### src/rtl/cov_pkg.sv
package cov_pkg;
  typedef enum logic [3:0] {
    ST_IDLE,
    ST_NREQ,
    ST_NWAIT,
    ST_FETCH,
    ST_CALC,
    ST_DIV,
    ST_WINT,
    ST_WFRAC,
    ST_DONE
  } cov_state_t;
endpackage

### src/rtl/cov_accum.sv
// Running sums for paired samples: x is held until its y partner arrives.
module cov_accum #(
  parameter int DW = 8,
  parameter int NW = DW + 1
) (
  input  logic                   clk,
  input  logic                   rst_n,
  input  logic                   clr,
  input  logic                   x_en,
  input  logic                   y_en,
  input  logic [DW-1:0]          din,
  output logic [DW+NW-1:0]       sum_x,
  output logic [DW+NW-1:0]       sum_y,
  output logic [2*DW+NW-1:0]     sum_xy
);
  localparam int SX_W  = DW + NW;
  localparam int SXY_W = 2 * DW + NW;

  logic [DW-1:0]   x_hold;
  logic [2*DW-1:0] prod;

  assign prod = x_hold * din;

  always_ff @(posedge clk or negedge rst_n) begin
    if (!rst_n) begin
      x_hold <= '0;
      sum_x  <= '0;
      sum_y  <= '0;
      sum_xy <= '0;
    end else if (clr) begin
      x_hold <= '0;
      sum_x  <= '0;
      sum_y  <= '0;
      sum_xy <= '0;
    end else begin
      if (x_en) begin
        x_hold <= din;
        sum_x  <= sum_x + SX_W'(din);
      end
      if (y_en) begin
        sum_y  <= sum_y + SX_W'(din);
        sum_xy <= sum_xy + SXY_W'(prod);
      end
    end
  end
endmodule

### src/rtl/cov_div.sv
// Serial restoring divider, one quotient bit per cycle.
module cov_div #(
  parameter int DVD_W = 43,
  parameter int DVS_W = 18
) (
  input  logic             clk,
  input  logic             rst_n,
  input  logic             go,
  input  logic [DVD_W-1:0] dividend,
  input  logic [DVS_W-1:0] divisor,
  output logic             fin,
  output logic [DVD_W-1:0] quot
);
  localparam int CNT_W = $clog2(DVD_W + 1);

  logic [DVD_W-1:0] dvd_sh;
  logic [DVS_W-1:0] rem, dvs_r;
  logic [CNT_W-1:0] left;
  logic [DVS_W:0]   trial, diff;
  logic             ge;

  assign trial = {rem, dvd_sh[DVD_W-1]};
  assign ge    = trial >= {1'b0, dvs_r};
  assign diff  = trial - {1'b0, dvs_r};

  always_ff @(posedge clk or negedge rst_n) begin
    if (!rst_n) begin
      dvd_sh <= '0;
      dvs_r  <= '0;
      rem    <= '0;
      quot   <= '0;
      left   <= '0;
      fin    <= 1'b0;
    end else begin
      fin <= 1'b0;
      if (go) begin
        dvd_sh <= dividend;
        dvs_r  <= divisor;
        rem    <= '0;
        quot   <= '0;
        left   <= CNT_W'(DVD_W);
      end else if (left != '0) begin
        dvd_sh <= dvd_sh << 1;
        rem    <= ge ? diff[DVS_W-1:0] : trial[DVS_W-1:0];
        quot   <= {quot[DVD_W-2:0], ge};
        left   <= left - 1'b1;
        if (left == CNT_W'(1)) fin <= 1'b1;
      end
    end
  end
endmodule

### src/rtl/cov_engine.sv
module cov_engine #(
  parameter int DW = 8,
  parameter int AW = $clog2(2 * (2 ** DW) + 3)
) (
  input  logic          clk,
  input  logic          rst_n,
  input  logic          start,
  output logic          done,
  output logic          mem_req_valid,
  input  logic          mem_req_ready,
  output logic          mem_req_we,
  output logic [AW-1:0] mem_req_addr,
  output logic [DW-1:0] mem_req_wdata,
  input  logic          mem_rsp_valid,
  input  logic [DW-1:0] mem_rsp_rdata
);
  import cov_pkg::*;

  localparam int NW    = DW + 1;          // holds N up to 2**DW
  localparam int CW    = NW + 1;          // counts up to 2N
  localparam int SX_W  = DW + NW;
  localparam int SXY_W = 2 * DW + NW;
  localparam int NUM_W = SXY_W + NW + 1;
  localparam int DVD_W = NUM_W + DW;
  localparam int DVS_W = 2 * NW;
  localparam int RW    = 2 * DW;

  cov_state_t st;
  logic          start_q, launch, done_ph;
  logic [NW-1:0] n_r, idx;
  logic [CW-1:0] req_cnt, rsp_cnt, two_n;
  logic [RW-1:0] res;

  logic              acc_clr, x_en, y_en;
  logic [SX_W-1:0]   sum_x, sum_y;
  logic [SXY_W-1:0]  sum_xy;
  logic [NUM_W-1:0]  prod_a, prod_b, num;
  logic [DVS_W-1:0]  nsq;
  logic [DVD_W-1:0]  dvd, quot;
  logic              neg, div_go, div_fin, sat, hs;

  assign launch = start_q & ~start;
  assign two_n  = {n_r, 1'b0};
  assign idx    = req_cnt[CW-1:1];
  assign hs     = mem_req_valid & mem_req_ready;

  // exact numerator N*Sxy - Sx*Sy, scaled by 256, plus half of N^2 for rounding
  assign prod_a = NUM_W'(n_r) * NUM_W'(sum_xy);
  assign prod_b = NUM_W'(sum_x) * NUM_W'(sum_y);
  assign neg    = prod_b > prod_a;
  assign num    = prod_a - prod_b;
  assign nsq    = DVS_W'(n_r) * DVS_W'(n_r);
  assign dvd    = {num, {DW{1'b0}}} + DVD_W'(nsq >> 1);
  assign div_go = (st == ST_CALC) && !neg;
  assign sat    = |quot[DVD_W-1:RW];

  assign acc_clr = (st == ST_NWAIT) && mem_rsp_valid;
  assign x_en    = (st == ST_FETCH) && mem_rsp_valid && !rsp_cnt[0];
  assign y_en    = (st == ST_FETCH) && mem_rsp_valid &&  rsp_cnt[0];

  cov_accum #(.DW(DW), .NW(NW)) u_acc (
    .clk(clk), .rst_n(rst_n), .clr(acc_clr), .x_en(x_en), .y_en(y_en),
    .din(mem_rsp_rdata), .sum_x(sum_x), .sum_y(sum_y), .sum_xy(sum_xy)
  );

  cov_div #(.DVD_W(DVD_W), .DVS_W(DVS_W)) u_div (
    .clk(clk), .rst_n(rst_n), .go(div_go), .dividend(dvd), .divisor(nsq),
    .fin(div_fin), .quot(quot)
  );

  always_comb begin
    mem_req_valid = 1'b0;
    mem_req_we    = 1'b0;
    mem_req_addr  = '0;
    mem_req_wdata = '0;
    done          = 1'b0;
    unique case (st)
      ST_NREQ:  mem_req_valid = 1'b1;
      ST_FETCH: begin
        mem_req_valid = req_cnt < two_n;
        mem_req_addr  = req_cnt[0] ? AW'(n_r) + AW'(idx) + AW'(1)
                                   : AW'(idx) + AW'(1);
      end
      ST_WINT: begin
        mem_req_valid = 1'b1;
        mem_req_we    = 1'b1;
        mem_req_addr  = AW'(two_n) + AW'(1);
        mem_req_wdata = res[RW-1:DW];
      end
      ST_WFRAC: begin
        mem_req_valid = 1'b1;
        mem_req_we    = 1'b1;
        mem_req_addr  = AW'(two_n) + AW'(2);
        mem_req_wdata = res[DW-1:0];
      end
      ST_DONE: done = 1'b1;
      default: ;
    endcase
  end

  always_ff @(posedge clk or negedge rst_n) begin
    if (!rst_n) begin
      st      <= ST_IDLE;
      start_q <= 1'b0;
      n_r     <= '0;
      req_cnt <= '0;
      rsp_cnt <= '0;
      res     <= '0;
      done_ph <= 1'b0;
    end else begin
      start_q <= start;
      unique case (st)
        ST_IDLE:  if (launch) st <= ST_NREQ;
        ST_NREQ:  if (hs) st <= ST_NWAIT;
        ST_NWAIT: if (mem_rsp_valid) begin
          n_r     <= (mem_rsp_rdata == '0) ? NW'(2 ** DW) : NW'(mem_rsp_rdata);
          req_cnt <= '0;
          rsp_cnt <= '0;
          st      <= ST_FETCH;
        end
        ST_FETCH: begin
          if (hs) req_cnt <= req_cnt + 1'b1;
          if (mem_rsp_valid) begin
            rsp_cnt <= rsp_cnt + 1'b1;
            if (rsp_cnt == two_n - 1'b1) st <= ST_CALC;
          end
        end
        ST_CALC: begin
          if (neg) begin
            res <= '0;
            st  <= ST_WINT;
          end else begin
            st  <= ST_DIV;
          end
        end
        ST_DIV: if (div_fin) begin
          res <= sat ? {RW{1'b1}} : quot[RW-1:0];
          st  <= ST_WINT;
        end
        ST_WINT:  if (hs) st <= ST_WFRAC;
        ST_WFRAC: if (hs) begin
          done_ph <= 1'b0;
          st      <= ST_DONE;
        end
        ST_DONE: begin
          done_ph <= 1'b1;
          if (done_ph) st <= ST_IDLE;
        end
        default: st <= ST_IDLE;
      endcase
    end
  end
endmodule

### config.mk
export PLATFORM = sky130hd
export DESIGN_NAME = cov_engine
export DESIGN_NICKNAME = d
export VERILOG_FILES = /design/src/rtl/cov_pkg.sv /design/src/rtl/cov_accum.sv /design/src/rtl/cov_div.sv /design/src/rtl/cov_engine.sv
export SDC_FILE = /design/constraint.sdc
export NUM_CORES = 2
export LEC_CHECK = 0
export ABC_AREA = 1
export BUFFER_PORTS_ARGS = -buffer_cell sky130_fd_sc_hd__buf_2
export CAP_MARGIN = 20
export CORE_MARGIN = 5
export CORE_UTILIZATION = 39
export CTS_CLUSTER_DIAMETER = 40
export DETAILED_ROUTE_END_ITERATION = 6
export PLACE_DENSITY = 0.51
export SYNTH_ARGS = -nofsm -noshare
export SYNTH_HDL_FRONTEND = slang
export SYNTH_SLANG_ARGS = --single-unit
### constraint.sdc
create_clock -name clk -period 11.8 [get_ports clk]
set_clock_uncertainty 0.15 [all_clocks]
set_input_delay 1.77 -clock clk [delete_from_list [all_inputs] [get_ports clk]]
set_output_delay 1.77 -clock clk [all_outputs]
set_load 0.005 [all_outputs]
==> impl_metrics.tcl <==
set metrics [dict create \
    status "finished, final reports clean" \
    cp-end-kind "register" \
    clock_sinks 245 \
    min_from "u_div.dvd_sh[34]" \
    setup_viol_count_final 0 \
    synth_compound_area_share_pct 9.01 \
    grt_pass1_wl_mm 173 \
    fin_crit_ns 9.69 \
    yosysWarnings 0 \
    yosysSeqAreaShare_pct 16.0 \
    vias 31251 \
    drv_slew 0 \
    antenna_left 0 \
    syn_nets 6071 \
    synthAdderAreaFrac_pct 35.9 \
    timing.final.crit_share_pct 82.1 \
    multi_input_area_mm2 0.0265 \
    critical_path.max_fanout 54 \
    post_cts_buffers 0 \
    portBuffers 33 \
    place_inst 6395 \
    hold_class "reg2reg" \
    required_ns 12.10 \
    drt_iter0_drc 1718 \
    synth_seq_cells 245 \
    critPathMostFrequentCell "fa_1" \
    layout.cells.non_filler 6477 \
    avgSynthCellArea_um2 7.31 \
    startpoint "u_acc.sum_y[8]" \
    synth_mux_area_share_pct 0 \
    io_pins 34 \
    die_h_um 323 \
    cts_resized 0 \
    synth-xor-area-share_pct 3.34 \
    cp_data_arrival_time_ns 9.99 \
    clk_pin_slew_ns 0.06 \
    drv_cap 0 \
    synth_ff_type "dfrtp_1" \
    grtUsageTotal_pct 20.4 \
    drt-pass1-iter-count 5 \
    wl_per_cell_um 16.0 \
    final_util_pct 41.9 \
    syn_inst 5242 \
    start_kind "register" \
    crit_type "reg2reg" \
    viasPerCell 4.82 \
    hold_viol_final 0 \
    seq_area_mm2 0.00613 \
    relSlewSlack_pct 30.3 \
    drc 0 \
    synth_edf_count 0 \
    tritoncts "done" \
    place_congestion 0.893 \
    grt_pass1_vias 32643 \
    grt_start_max_net_pins 114 \
    layout.nets 5984 \
    hold_buffers 0 \
    dp_hpwl_mm 82.5 \
    final.setup.tns_ns 0 \
    slowest_delay_ns 0.93 \
    clock_latency_ns 0.60 \
    area_delta_synth_final_pct 7.20 \
    synth_top_family_by_area "adder cells" \
    rsz0062_at_grt "false" \
    final_cell_mix "nand2_1, inv_1, fa_1, ha_1, nor2_1" \
    worst_pin_slew_ns 1.04 \
    design.core.area_mm2 0.0980 \
    worstReg2RegStart "u_acc.sum_y[8]" \
    fmaxAchievable_mhz 103 \
    die_w_um 323 \
    antenna_cells 0 \
    layout_commonest_cell "nand2_1" \
    syn_area_mm2 0.0383 \
    cts_inserted_buffers 45 \
    die-area_mm2 0.105 \
    grt_overflow 0 \
    synth_simple_gate_area_share_pct 20.9 \
    antenna_found_initial 0 \
    fill_cells 10253 \
    yosys.cell_types.count 61 \
    clockBufferDepth 3 \
    layout-drive-gt1-share_pct 4.49 \
    fin_hold_ws_ns 0.324 \
    synth-async-reset-ratio_pct 100 \
    num_rows 115 \
    root_buffer "clkbuf_16" \
    start_util_pct 39.1 \
    slowest_stage "dfrtp_1" \
    routed_wl_mm 104 \
    htree_levels 2 \
]
flip-flops by register name, summed over array words and instances, names as in the netlist, 9 cells and up:
register and cells:
n_r 9, req_cnt 10, res 16, rsp_cnt 10
u_acc.sum_x 17, u_acc.sum_xy 25, u_acc.sum_y 17, u_div.dvd_sh 42
u_div.dvs_r 17, u_div.quot 43, u_div.rem 18
final cells by class:
type | instances | share of cell area (%)
Clock inverter | 34 | 1.01
Clock buffer | 48 | 2.79
Timing Repair Buffer | 62 | 0.956
Inverter | 1293 | 11.8
Multi-Input combinational cell | 3508 | 64.6
Sequential cell | 245 | 14.9
Tap cell | 1287 | 3.92
per-layer routing:
layer	GRT usage [%]	routed length, um	up-vias
li1	-	-	15688
met1	29.1	50700	14981
met2	34.1	47600	480
met3	1.77	3460	102
met4	4.11	2080	0
met5	0	0	-
worst max-delay path: cells and delay by family (launching register included):
family	cells	cell delay (ns)
xor+xnor	1	0.15
simple gates	9	1.38
flops	1	0.93
fa+ha+maj	8	3.71
compound gates	8	1.48
buf+inv	8	1.65
synthesized netlist by cell type (all sizes together) (2+ instances only):
| library cell | number | area (um^2) |
|---|---|---|
| or2 | 6 | 37.5 |
| fa | 475 | 9510 |
| o221ai | 25 | 219 |
| a221oi | 4 | 35.0 |
| o21bai | 10 | 75.1 |
| a22o | 2 | 17.5 |
| o21ai | 195 | 980 |
| a21oi | 212 | 1060 |
| xor2 | 95 | 832 |
| inv | 1286 | 4830 |
| a211oi | 5 | 37.5 |
| a32oi | 2 | 17.5 |
| xnor2 | 51 | 447 |
| a31oi | 15 | 93.8 |
| clkinv | 7 | 26.3 |
| a21o | 4 | 37.5 |
| nand2 | 1398 | 5310 |
| o2111ai | 3 | 26.3 |
| o31ai | 9 | 67.6 |
| nor2 | 277 | 1160 |
| buf | 69 | 337 |
| nor3 | 43 | 235 |
| ha | 341 | 4270 |
| o211ai | 13 | 97.6 |
| o22ai | 74 | 463 |
| nand3b | 11 | 82.6 |
| a21boi | 10 | 75.1 |
| nor4 | 10 | 62.6 |
| o221a | 2 | 22.5 |
| a32o | 2 | 20.0 |
| clkbuf | 127 | 477 |
| dfrtp | 245 | 6130 |
| nand3 | 143 | 756 |
| and2 | 3 | 18.8 |
| nand4 | 51 | 319 |
| nor3b | 2 | 15.0 |
| o21a | 8 | 60.1 |
through the flow:
stage                     setup slack, ns  cell area, um^2
after floorplan                      4.14            38300
after global placement               2.17            39500
after detailed placement             2.08            39500
after CTS                            2.08            41100
after global routing                 1.31            41100
final                                2.11            41100
kinds of logic (layout without fill, tap and decap cells):
family,after synthesis,count (layout)
and+or+nand+nor,1946,1946
adders and majority gates,816,816
AOI/OAI and AO/OA,600,600
buffers and inverters,1489,1437
DFF,245,245
xor gates and xnor gates,146,146
final timing paths:
check	slack, ns	end	cells after the start
max in group asynchronous	8.85	u_acc.sum_x[16]	2
worst max-delay path	2.11	u_div.quot[17]	34
worst max register to register	2.11	u_div.quot[17]	34
min in group asynchronous	1.13	u_div.quot[20]	1
worst min register to register	0.32	u_div.dvd_sh[34]	2
worst min-delay path	0.32	u_div.dvd_sh[34]	2
Power is not shown: default switching activity piles up to over one toggle a cycle in this logic, so the estimate is an artifact.
